===== src/rtl/rtc_sec_ms_pkg.sv =====
package rtc_sec_ms_pkg;
  localparam logic [7:0] OFF_BUSY   = 8'h04;
  localparam logic [7:0] OFF_SEC    = 8'h08;
  localparam logic [7:0] OFF_SHADOW = 8'h0C;
  localparam logic [7:0] OFF_MS     = 8'h10;
  localparam logic [7:0] OFF_ALARM  = 8'h14;
  localparam logic [7:0] OFF_MASK   = 8'h28;
  localparam logic [7:0] OFF_STAT   = 8'h2C;
  localparam int IRQ_W    = 5;
  localparam int IRQ_ALM0 = 0;
endpackage


===== src/rtl/rtc_timebase.sv =====
module rtc_timebase #(
  parameter int TICKS_PER_SEC = 32768,
  parameter int MS_PER_SEC    = 1000,
  parameter int SEC_W         = 32,
  localparam int MS_W  = $clog2(MS_PER_SEC),
  localparam int ACC_W = $clog2(TICKS_PER_SEC) + 1
) (
  input  logic             clk,
  input  logic             rst,
  input  logic             tick,
  input  logic             load,
  input  logic [SEC_W-1:0] load_sec,
  output logic [SEC_W-1:0] sec_o,
  output logic [MS_W-1:0]  ms_o
);
  localparam logic [MS_W-1:0]  MS_MAX = MS_W'(MS_PER_SEC - 1);
  localparam logic [ACC_W-1:0] ACC_LIM = ACC_W'(TICKS_PER_SEC);
  localparam logic [ACC_W-1:0] ACC_INC = ACC_W'(MS_PER_SEC);

  logic [ACC_W-1:0] acc;
  logic [ACC_W-1:0] acc_sum;
  logic             ms_step;
  logic             ms_wrap;

  always_comb begin
    acc_sum = acc + ACC_INC;
    ms_step = tick && (acc_sum >= ACC_LIM);
    ms_wrap = (ms_o == MS_MAX);
  end

  always_ff @(posedge clk) begin
    if (rst) begin
      acc   <= '0;
      ms_o  <= '0;
      sec_o <= '0;
    end else if (load) begin
      acc   <= '0;
      ms_o  <= '0;
      sec_o <= load_sec;
    end else if (tick) begin
      acc <= ms_step ? (acc_sum - ACC_LIM) : acc_sum;
      if (ms_step) begin
        if (ms_wrap) begin
          ms_o  <= '0;
          sec_o <= sec_o + 1'b1;
        end else begin
          ms_o <= ms_o + 1'b1;
        end
      end
    end
  end

  AST_MS_RANGE: assert property (@(posedge clk) disable iff (rst)
    ms_o <= MS_MAX);
  AST_SEC_CARRY: assert property (@(posedge clk) disable iff (rst)
    (!load && ms_step && ms_wrap) |=> (ms_o == '0 && sec_o == $past(sec_o) + 1'b1));
  AST_LOAD_CLEARS: assert property (@(posedge clk) disable iff (rst)
    load |=> (ms_o == '0 && sec_o == $past(load_sec)));
endmodule


===== src/rtl/rtc_bus_copy.sv =====
module rtc_bus_copy #(
  parameter int SEC_W      = 32,
  parameter int MS_W       = 10,
  parameter int COPY_TICKS = 8,
  localparam int PH_W = $clog2(COPY_TICKS)
) (
  input  logic             clk,
  input  logic             rst,
  input  logic             tick,
  input  logic             load,
  input  logic [SEC_W-1:0] load_sec,
  input  logic [SEC_W-1:0] sec_i,
  input  logic [MS_W-1:0]  ms_i,
  input  logic             ms_rd,
  output logic             busy_o,
  output logic [SEC_W-1:0] bus_sec_o,
  output logic [MS_W-1:0]  bus_ms_o,
  output logic [SEC_W-1:0] shadow_o
);
  localparam logic [PH_W-1:0] PH_LAST = PH_W'(COPY_TICKS - 1);

  logic [PH_W-1:0] phase;
  logic [PH_W-1:0] phase_nxt;
  logic            at_last;

  always_comb begin
    at_last   = (phase == PH_LAST);
    phase_nxt = at_last ? '0 : phase + 1'b1;
  end

  always_ff @(posedge clk) begin
    if (rst) begin
      phase     <= '0;
      busy_o    <= 1'b0;
      bus_sec_o <= '0;
      bus_ms_o  <= '0;
      shadow_o  <= '0;
    end else begin
      if (tick) begin
        phase  <= phase_nxt;
        busy_o <= (phase_nxt == PH_LAST);
        if (at_last) begin
          bus_sec_o <= sec_i;
          bus_ms_o  <= ms_i;
        end
      end
      if (load) begin
        bus_sec_o <= load_sec;
        bus_ms_o  <= '0;
      end
      if (ms_rd) begin
        shadow_o <= bus_sec_o;
      end
    end
  end

  AST_COPY_STABLE: assert property (@(posedge clk) disable iff (rst)
    (!tick && !load) |=> ($stable(bus_sec_o) && $stable(bus_ms_o)));
  AST_BUSY_ONE_TICK: assert property (@(posedge clk) disable iff (rst)
    (busy_o && tick) |=> !busy_o);
  AST_SHADOW_HOLD: assert property (@(posedge clk) disable iff (rst)
    !ms_rd |=> $stable(shadow_o));
endmodule


===== src/rtl/rtc_alarm.sv =====
module rtc_alarm
  import rtc_sec_ms_pkg::*;
#(
  parameter int SEC_W = 32
) (
  input  logic             clk,
  input  logic             rst,
  input  logic [SEC_W-1:0] sec_i,
  input  logic             alarm_we,
  input  logic [SEC_W-1:0] alarm_wdata,
  input  logic             mask_we,
  input  logic             stat_we,
  input  logic [IRQ_W-1:0] bits_wdata,
  output logic [SEC_W-1:0] alarm_o,
  output logic [IRQ_W-1:0] mask_o,
  output logic [IRQ_W-1:0] status_o,
  output logic             irq_o
);
  logic             match;
  logic             match_q;
  logic [IRQ_W-1:0] stat_clr;
  logic [IRQ_W-1:0] status_nxt;

  always_comb begin
    match      = (alarm_o != '0) && (sec_i == alarm_o);
    stat_clr   = stat_we ? bits_wdata : '0;
    status_nxt = status_o & ~stat_clr;
    if (match && !match_q) status_nxt[IRQ_ALM0] = 1'b1;
  end

  always_ff @(posedge clk) begin
    if (rst) begin
      alarm_o  <= '0;
      mask_o   <= '0;
      status_o <= '0;
      match_q  <= 1'b0;
      irq_o    <= 1'b0;
    end else begin
      if (alarm_we) alarm_o <= alarm_wdata;
      if (mask_we)  mask_o  <= bits_wdata;
      status_o <= status_nxt;
      match_q  <= match;
      irq_o    <= |(status_o & mask_o);
    end
  end

  AST_STATUS_STICKY: assert property (@(posedge clk) disable iff (rst)
    (status_o[IRQ_ALM0] && !(stat_we && bits_wdata[IRQ_ALM0])) |=> status_o[IRQ_ALM0]);
  AST_ZERO_ALARM_OFF: assert property (@(posedge clk) disable iff (rst)
    (alarm_o == '0 && !status_o[IRQ_ALM0]) |=> !status_o[IRQ_ALM0]);
  AST_IRQ_MASKED: assert property (@(posedge clk) disable iff (rst)
    (mask_o == '0) |=> !irq_o);
endmodule


===== src/rtl/rtc_sec_ms.sv =====
module rtc_sec_ms
  import rtc_sec_ms_pkg::*;
#(
  parameter int ADDR_W        = 8,
  parameter int DATA_W        = 32,
  parameter int TICKS_PER_SEC = 32768,
  parameter int MS_PER_SEC    = 1000,
  parameter int COPY_TICKS    = 8
) (
  input  logic              clk,
  input  logic              rst,
  input  logic              tick_i,
  input  logic              bus_rd,
  input  logic              bus_we,
  input  logic [ADDR_W-1:0] bus_addr,
  input  logic [DATA_W-1:0] bus_wdata,
  output logic [DATA_W-1:0] bus_rdata,
  output logic              irq_o
);
  localparam int SEC_W = DATA_W;
  localparam int MS_W  = $clog2(MS_PER_SEC);

  logic hit_busy, hit_sec, hit_shadow, hit_ms, hit_alarm, hit_mask, hit_stat;
  logic sec_load;
  logic ms_rd;
  logic busy;
  logic [SEC_W-1:0] run_sec, bus_sec, shadow_sec, alarm_val;
  logic [MS_W-1:0]  run_ms, bus_ms;
  logic [IRQ_W-1:0] mask_val, stat_val;
  logic [DATA_W-1:0] rd_val;

  always_comb begin
    hit_busy   = (bus_addr == ADDR_W'(OFF_BUSY));
    hit_sec    = (bus_addr == ADDR_W'(OFF_SEC));
    hit_shadow = (bus_addr == ADDR_W'(OFF_SHADOW));
    hit_ms     = (bus_addr == ADDR_W'(OFF_MS));
    hit_alarm  = (bus_addr == ADDR_W'(OFF_ALARM));
    hit_mask   = (bus_addr == ADDR_W'(OFF_MASK));
    hit_stat   = (bus_addr == ADDR_W'(OFF_STAT));
    sec_load   = bus_we && hit_sec && !busy;
    ms_rd      = bus_rd && hit_ms;
  end

  rtc_timebase #(
    .TICKS_PER_SEC(TICKS_PER_SEC),
    .MS_PER_SEC   (MS_PER_SEC),
    .SEC_W        (SEC_W)
  ) u_timebase (
    .clk     (clk),
    .rst     (rst),
    .tick    (tick_i),
    .load    (sec_load),
    .load_sec(bus_wdata),
    .sec_o   (run_sec),
    .ms_o    (run_ms)
  );

  rtc_bus_copy #(
    .SEC_W     (SEC_W),
    .MS_W      (MS_W),
    .COPY_TICKS(COPY_TICKS)
  ) u_copy (
    .clk      (clk),
    .rst      (rst),
    .tick     (tick_i),
    .load     (sec_load),
    .load_sec (bus_wdata),
    .sec_i    (run_sec),
    .ms_i     (run_ms),
    .ms_rd    (ms_rd),
    .busy_o   (busy),
    .bus_sec_o(bus_sec),
    .bus_ms_o (bus_ms),
    .shadow_o (shadow_sec)
  );

  rtc_alarm #(
    .SEC_W(SEC_W)
  ) u_alarm (
    .clk        (clk),
    .rst        (rst),
    .sec_i      (run_sec),
    .alarm_we   (bus_we && hit_alarm),
    .alarm_wdata(bus_wdata),
    .mask_we    (bus_we && hit_mask),
    .stat_we    (bus_we && hit_stat),
    .bits_wdata (bus_wdata[IRQ_W-1:0]),
    .alarm_o    (alarm_val),
    .mask_o     (mask_val),
    .status_o   (stat_val),
    .irq_o      (irq_o)
  );

  always_comb begin
    rd_val = '0;
    if (hit_busy)   rd_val = DATA_W'(busy);
    if (hit_sec)    rd_val = bus_sec;
    if (hit_shadow) rd_val = shadow_sec;
    if (hit_ms)     rd_val = DATA_W'(bus_ms);
    if (hit_alarm)  rd_val = alarm_val;
    if (hit_mask)   rd_val = DATA_W'(mask_val);
    if (hit_stat)   rd_val = DATA_W'(stat_val);
  end

  always_ff @(posedge clk) begin
    if (rst) begin
      bus_rdata <= '0;
    end else if (bus_rd) begin
      bus_rdata <= rd_val;
    end
  end

  AST_BUSY_WRITE_DROP: assert property (@(posedge clk) disable iff (rst)
    (bus_we && hit_sec && busy && !tick_i) |=> $stable(run_sec));
  AST_RDATA_HOLD: assert property (@(posedge clk) disable iff (rst)
    !bus_rd |=> $stable(bus_rdata));
endmodule


===== config.mk =====
export PLATFORM = sky130hd
export DESIGN_NAME = rtc_sec_ms
export DESIGN_NICKNAME = d
export VERILOG_FILES = /design/src/rtl/rtc_sec_ms_pkg.sv /design/src/rtl/rtc_timebase.sv /design/src/rtl/rtc_bus_copy.sv /design/src/rtl/rtc_alarm.sv /design/src/rtl/rtc_sec_ms.sv
export SDC_FILE = /design/constraint.sdc
export NUM_CORES = 1
export LEC_CHECK = 0
export BUFFER_PORTS_ARGS = -buffer_cell sky130_fd_sc_hd__buf_2
export CAP_MARGIN = 20
export CORE_UTILIZATION = 40
export CTS_CLUSTER_SIZE = 12
export DETAILED_ROUTE_END_ITERATION = 16
export PLACE_DENSITY_LB_ADDON = 0.15
export RECOVER_POWER = 50
export SYNTH_ARGS = -nofsm -noshare
export SYNTH_HDL_FRONTEND = slang
export SYNTH_SLANG_ARGS = --single-unit

===== constraint.sdc =====
create_clock -name clk -period 2.8 [get_ports clk]
set_clock_uncertainty 0.2 [all_clocks]
set_input_delay 0.28 -clock clk [delete_from_list [all_inputs] [get_ports clk]]
set_output_delay 0.28 -clock clk [all_outputs]
set_load 0.05 [all_outputs]

Yosys cells after proc, flatten, opt, wreduce, memory -nomap -nowiden. Index checks and enable logic that the tools add are counted.

Bits of input ports: 45. Output and inout port bits: 33. Register bits after elaboration: 212. Bits in read-only memories: 0. Latch bits: 0. Logic and storage cells: 75. Bits in writable memories: 0. Memories: 0.

Shift operators: 0. $add $sub $neg: 5. Bitwise operators: 3. Order comparisons: 1. Equality and inequality tests: 11. Divide/modulo/power cells: 0. Mux-type cells: 19. Multipliers: 0. Reduce and logical (&&, ||, !) cells: 22.

Operator list (number): 32-bit two-way mux (13); 32-bit by 1-bit adder with 32-bit output, second input constant (1); 32-bit == test (1); 32-bit nonzero test (1); 16-bit by 10-bit adder with 16-bit output, second input constant (1); 8-bit by 4-bit == test with 1-bit output, second input constant (2); 8-bit by 5-bit == test with 1-bit output, second input constant (2); 8-bit by 6-bit == test with 1-bit output, second input constant (2); 16-bit greater-or-equal comparator, second input constant (1); 16-bit two-way mux (1); 16-bit subtractor, second input constant (1); 10-bit by 1-bit adder with 10-bit output, second input constant (1); 5-bit AND (2); 10-bit == test, second input constant (1); 10-bit two-way mux (1); 1-bit logical AND (9); 8-bit by 3-bit == test with 1-bit output, second input constant (1); 2-bit nonzero test (4); 3-bit == test, second input constant (2); 2-bit AND reduction (3); 5-bit two-way mux (1); 5-bit NOT (1); 5-bit OR reduction (1); 3-bit by 1-bit adder with 3-bit output, second input constant (1); 5 further kinds (7).

Longest topological paths before layout.
Word-level depth: 8. Mapped depth: 8. Depth with buffers taken out: 6.

Modules after synthesis. A second synthesis with hierarchy kept.

Cells, all modules: 1243. Area, all modules: 11314.6 um2.

By module, submodules not included: rtc_bus_copy (sequential area each 1561.5 um2, cells an instance 356, area an instance 3902.5 um2, instances 1); rtc_timebase (sequential area each 1101.1 um2, cells an instance 415, area an instance 3220.6 um2, instances 1); rtc_sec_ms (sequential area each 640.6 um2, cells an instance 274, area an instance 2227.1 um2, instances 1); rtc_alarm (sequential area each 880.8 um2, cells an instance 198, area an instance 1964.4 um2, instances 1).

Worst setup path after synthesis. No wires, ideal clock.

Path kind: reg-to-reg. From: register u_timebase.acc[3]. To: register u_timebase.sec_o[27]. Library setup time: 0.125 ns. Required time: 2.475 ns. Path slack: 0.571 ns. Stages on the path, launching flop included: 9. Path buffers: 2. Clock period less this slack: 2.229 ns. Arrival: 1.903 ns. Path through: dfxtp_1 > ha_1 > nor2_1 > a211oi_4 > mux2_4 > buf_6 > buf_2 > nor4b_1 > nor3_1.

Word-level cells in the longest chain between the ends: 5.

RTL lines: start: declaration (line rtc_timebase.sv:20) `logic [ACC_W-1:0] acc;`; start signal: assignment (line rtc_timebase.sv:41) `acc <= ms_step ? (acc_sum - ACC_LIM) : acc_sum;`; 16-bit by 10-bit adder with 16-bit output (line rtc_timebase.sv:26) `acc_sum = acc + ACC_INC;`; 16-bit greater-or-equal comparator (line rtc_timebase.sv:27) `ms_step = tick && (acc_sum >= ACC_LIM);`; 1-bit logical AND (line rtc_timebase.sv:27); 2-bit nonzero test (no line); 3-bit AND reduction (no line); end signal: assignment (line rtc_timebase.sv:39) `sec_o <= load_sec;`; end signal: assignment (line rtc_timebase.sv:45) `sec_o <= sec_o + 1'b1;`; end: declaration (line rtc_timebase.sv:13) `output logic [SEC_W-1:0] sec_o,`.

No other way between the ends. A chain may end at the register's enable or synchronous reset.

Final worst setup path.
From: input bus_addr[3]. To: register u_alarm.alarm_o[13].

Word-level cells in the longest chain between the ends: 2.

RTL lines: start: declaration (line rtc_sec_ms.sv:15) `input logic [ADDR_W-1:0] bus_addr,`; 8-bit by 5-bit == test with 1-bit output (line rtc_sec_ms.sv:37) `hit_alarm = (bus_addr == ADDR_W'(OFF_ALARM));`; 1-bit logical AND (line rtc_sec_ms.sv:83) `.alarm_we (bus_we && hit_alarm),`; end signal: assignment (line rtc_alarm.sv:39) `if (alarm_we) alarm_o <= alarm_wdata;`; end: declaration (line rtc_alarm.sv:14) `output logic [SEC_W-1:0] alarm_o,`.

No other way between the ends.

==> results.sh <==
export IMPL_async_flop_share_pct=0
export IMPL_fp_dieW_um=159.0
export IMPL_grt_max_degree=105
export IMPL_detail_route_drc_violations=0
export IMPL_critical_path_required_ns=3.06
export IMPL_crit_fanout=32
export IMPL_mostFrequentLayoutCells="nand2_1 (265), dfxtp_1 (209), a21oi_1 (99), nor2_1 (85), nor3_1 (51)"
export IMPL_grt_setup_unrepaired="false"
export IMPL_r2r_worst_path_cells=6
export IMPL_leakagePower_nw=4.202
export IMPL_synthToLayoutAreaGrowth_pct=19.72
export IMPL_synth_yosys_seq_area_share_pct=42.45
export IMPL_synthFlopType="dfxtp_1"
export IMPL_maxCapViolations=0
export IMPL_outcome="finished, final reports clean"
export IMPL_hp_class="input port to flop"
export IMPL_clk_root_buffer_cell="clkbuf_16"
export IMPL_route_antenna_remaining_nets=0
export IMPL_mostFrequentLayoutCell="nand2_1"
export IMPL_detailed_place_hpwl_um=21320
export IMPL_max_slew_violation_total_from_the_final_report=0
export IMPL_grt_pass1_vias=8855
export IMPL_syn_instance_count=1235
export IMPL_global_route_wire_length_before_repair_um=50540
export IMPL_synth_cell_type_count=60
export IMPL_max_clock_path_buffers=3
export IMPL_tritoncts_clock_tree="built"
export IMPL_cts_buffers=25
export IMPL_insertedDiodeCount=0
export IMPL_worstSetupEndpointType="flop"
export IMPL_initial_core_utilization_pct=40.64
export IMPL_finalWorstPathRequiredPeriod_ns=2.515
export IMPL_globalRouteTotalUtil_pct=24.74
export IMPL_cts_htree_levels=1
export IMPL_max_vdd_ir_drop_v=0.0004569
export IMPL_firstDrtPassIters=6
export IMPL_worst_setup_path_type="input port to flop"
export IMPL_design_die_area_um2=25270
export IMPL_layout_setup_ws_ns=0.2845
export IMPL_final_fill_count=2473
export IMPL_die_h_um=159.0
export IMPL_setup_violations_final=0
export IMPL_clkLatencyLatePin_ns=0.52
export IMPL_worst_margin_pin_slew_ns=0.7645
export IMPL_postPlaceCellArea_um2=10650
export IMPL_pre_cts_slack_ns=0.3672
export IMPL_worst_setup_path_start_kind="input port"
export IMPL_hold_path_depth=3
export IMPL_vias=9469
export IMPL_grt_overflow_total=0
export IMPL_finalCritPeriodShare_pct=89.84
export IMPL_seq_area_um2=4184
export IMPL_detail_route_iter0_violations=819
export IMPL_core_area_um2=24250
export IMPL_ys_ff_latch=209
export IMPL_setup_tns_ns=0
export IMPL_fmax_mhz=397.5
export IMPL_hold_viol_final=0
export IMPL_area_of_the_multi_input_gates_um2=5231
export IMPL_routed_wirelength_um=31580
export IMPL_power_per_cell_area_nw_per_um2=568.2
export IMPL_worst_setup_hold_path_clk_slew_ns=0.06
export IMPL_wl_per_cell_um=18.97
export IMPL_worst_endpoint_arrival_ns=2.77
export IMPL_finish_net_count=1376
export IMPL_row_count=57
export IMPL_synth_edf_count=0
export IMPL_synth_avg_cell_area_um2=7.980
export IMPL_synth_nets=1286
export IMPL_antenna_found_initial=0
export IMPL_design_portCount=78
export IMPL_post_route_cells_drive_above_1_share_pct=9.769
export IMPL_relSlewSlack_pct=49.03
export IMPL_placement_io_buffers=77
export IMPL_globalplace_congestion=0.8246
export IMPL_synthesis_yosys_warnings=0
export IMPL_final_design_area_no_fill_um2=11800
export IMPL_via_cell_ratio=5.687
export IMPL_clock_sink_count=209
export IMPL_post_synth_instance_area_um2=9856
-- layout make-up --
cell class	count	area share, %
Clock inverter	6	0.3075
Inverter	13	0.4136
Timing Repair Buffer	163	9.597
Clock buffer	37	6.448
Sequential cell	209	35.46
Tap cell	324	3.436
Multi-Input combinational cell	913	44.34
-- registers in the layout, indices dropped and copies added (netlist names) --
signal and count:
u_alarm.alarm_o 32, bus_rdata 32, u_timebase.acc 13, u_copy.busy_o 1, u_copy.bus_sec_o 32, u_copy.shadow_o 32
u_alarm.irq_o 1, u_copy.bus_ms_o 10, u_timebase.ms_o 10, u_alarm.mask_o 5, u_alarm.match_q 1, u_copy.phase 3
u_timebase.sec_o 32, u_alarm.status_o 5
-- repair_timing --
action	in CTS	in global routing
hold endpoints to repair	82	0
hold buffers	42	0
setup buffers	0	0
gates resized for setup	0	0
-- cell families (layout without fill, tap and decap cells) --
kind of cell | after synthesis | count (layout) | share of synthesized area [%]
compound gates | 289 | 289 | 19.64
xor+xnor | 46 | 46 | 4.088
fa+ha+maj | 6 | 6 | 0.7617
buf+inv | 113 | 219 | 4.596
flops | 209 | 209 | 42.45
mux | 26 | 26 | 2.729
simple gates | 546 | 546 | 25.73
-- Yosys cell counts (all sizes together) (3+ instances only) --
cell type / instances / share of area, %
buf: 22 / 1.1
o21ai: 39 / 2.0
a22o: 22 / 2.0
xor2: 35 / 3.1
a221oi: 22 / 2.0
nand2: 265 / 10
o31ai: 5 / 0.38
mux2i: 22 / 2.2
nand4: 24 / 1.5
a31oi: 25 / 1.6
nor2: 85 / 3.2
ha: 6 / 0.76
o221ai: 5 / 0.44
a311oi: 19 / 1.7
dfxtp: 209 / 42
xnor2: 11 / 0.98
or4: 13 / 0.99
nor3: 51 / 2.6
and2: 10 / 0.63
and4: 7 / 0.62
or3: 8 / 0.51
o2111a: 3 / 0.34
clkbuf: 78 / 3.0
o2111ai: 3 / 0.27
nand3b: 3 / 0.23
and3: 12 / 0.76
inv: 12 / 0.46
nand3: 26 / 1.3
mux2: 4 / 0.50
nor4: 31 / 2.3
nor3b: 6 / 0.46
o211ai: 8 / 0.61
o311ai: 3 / 0.27
a211oi: 18 / 1.5
a21oi: 99 / 5.0
-- per-layer routing --
layer | wire length (um) | vias up | global-route usage (%)
li1 | - | 4644 | -
met1 | 15310 | 4516 | 37.02
met2 | 13840 | 275 | 37.88
met3 | 1918 | 34 | 2.839
met4 | 504 | 0 | 5.638
met5 | 0 | - | 0
-- final timing paths --
kind | start | slack [ns] | endpoint
worst max-delay path | bus_addr[3] | 0.28 | u_alarm.alarm_o[13]$_SDFFE_PP0P_
worst min-delay path | bus_rd | 0.07 | bus_rdata[31]$_SDFFE_PP0P_
worst max register to register | u_timebase.acc[3]$_SDFFE_PP0P_ | 0.38 | u_timebase.sec_o[25]$_SDFFE_PP0P_
worst min register to register | u_copy.shadow_o[6]$_SDFFE_PP0P_ | 0.25 | u_copy.shadow_o[6]$_SDFFE_PP0P_
-- where the power goes --
group / leakage, nW / internal, mW / switching, mW
sequential: 1.69 / 3.02 / 0.0441
clock: 0.396 / 1.86 / 1.29
combinational: 2.11 / 0.169 / 0.317
total: 4.20 / 5.06 / 1.65
-- metrics by stage --
stage / utilization (%) / std cells / hold WS (ns) / power, mW
CTS: 48.95 / 1665 / 0.06575 / 6.762
global route: 48.66 / 1665 / 0.1047 / 6.942
finish: 48.66 / 1665 / 0.07216 / 6.704
global placement: 43.93 / 1580 / 0.2413 / 3.583
detailed placement: 43.93 / 1580 / 0.2468 / 3.588
floorplan: - / 1235 / 0.1857 / 3.427
-- worst max-delay path, stage by stage --
cell	delay [ns]
buf_2	0.14
or3b_2	0.54
nor2_1	0.51
and3_1	0.29
buf_12	0.22
nand2_1	0.08
a21oi_1	0.12
dlygate4sd3_1	0.58
Power figures use the tool's default switching activity.
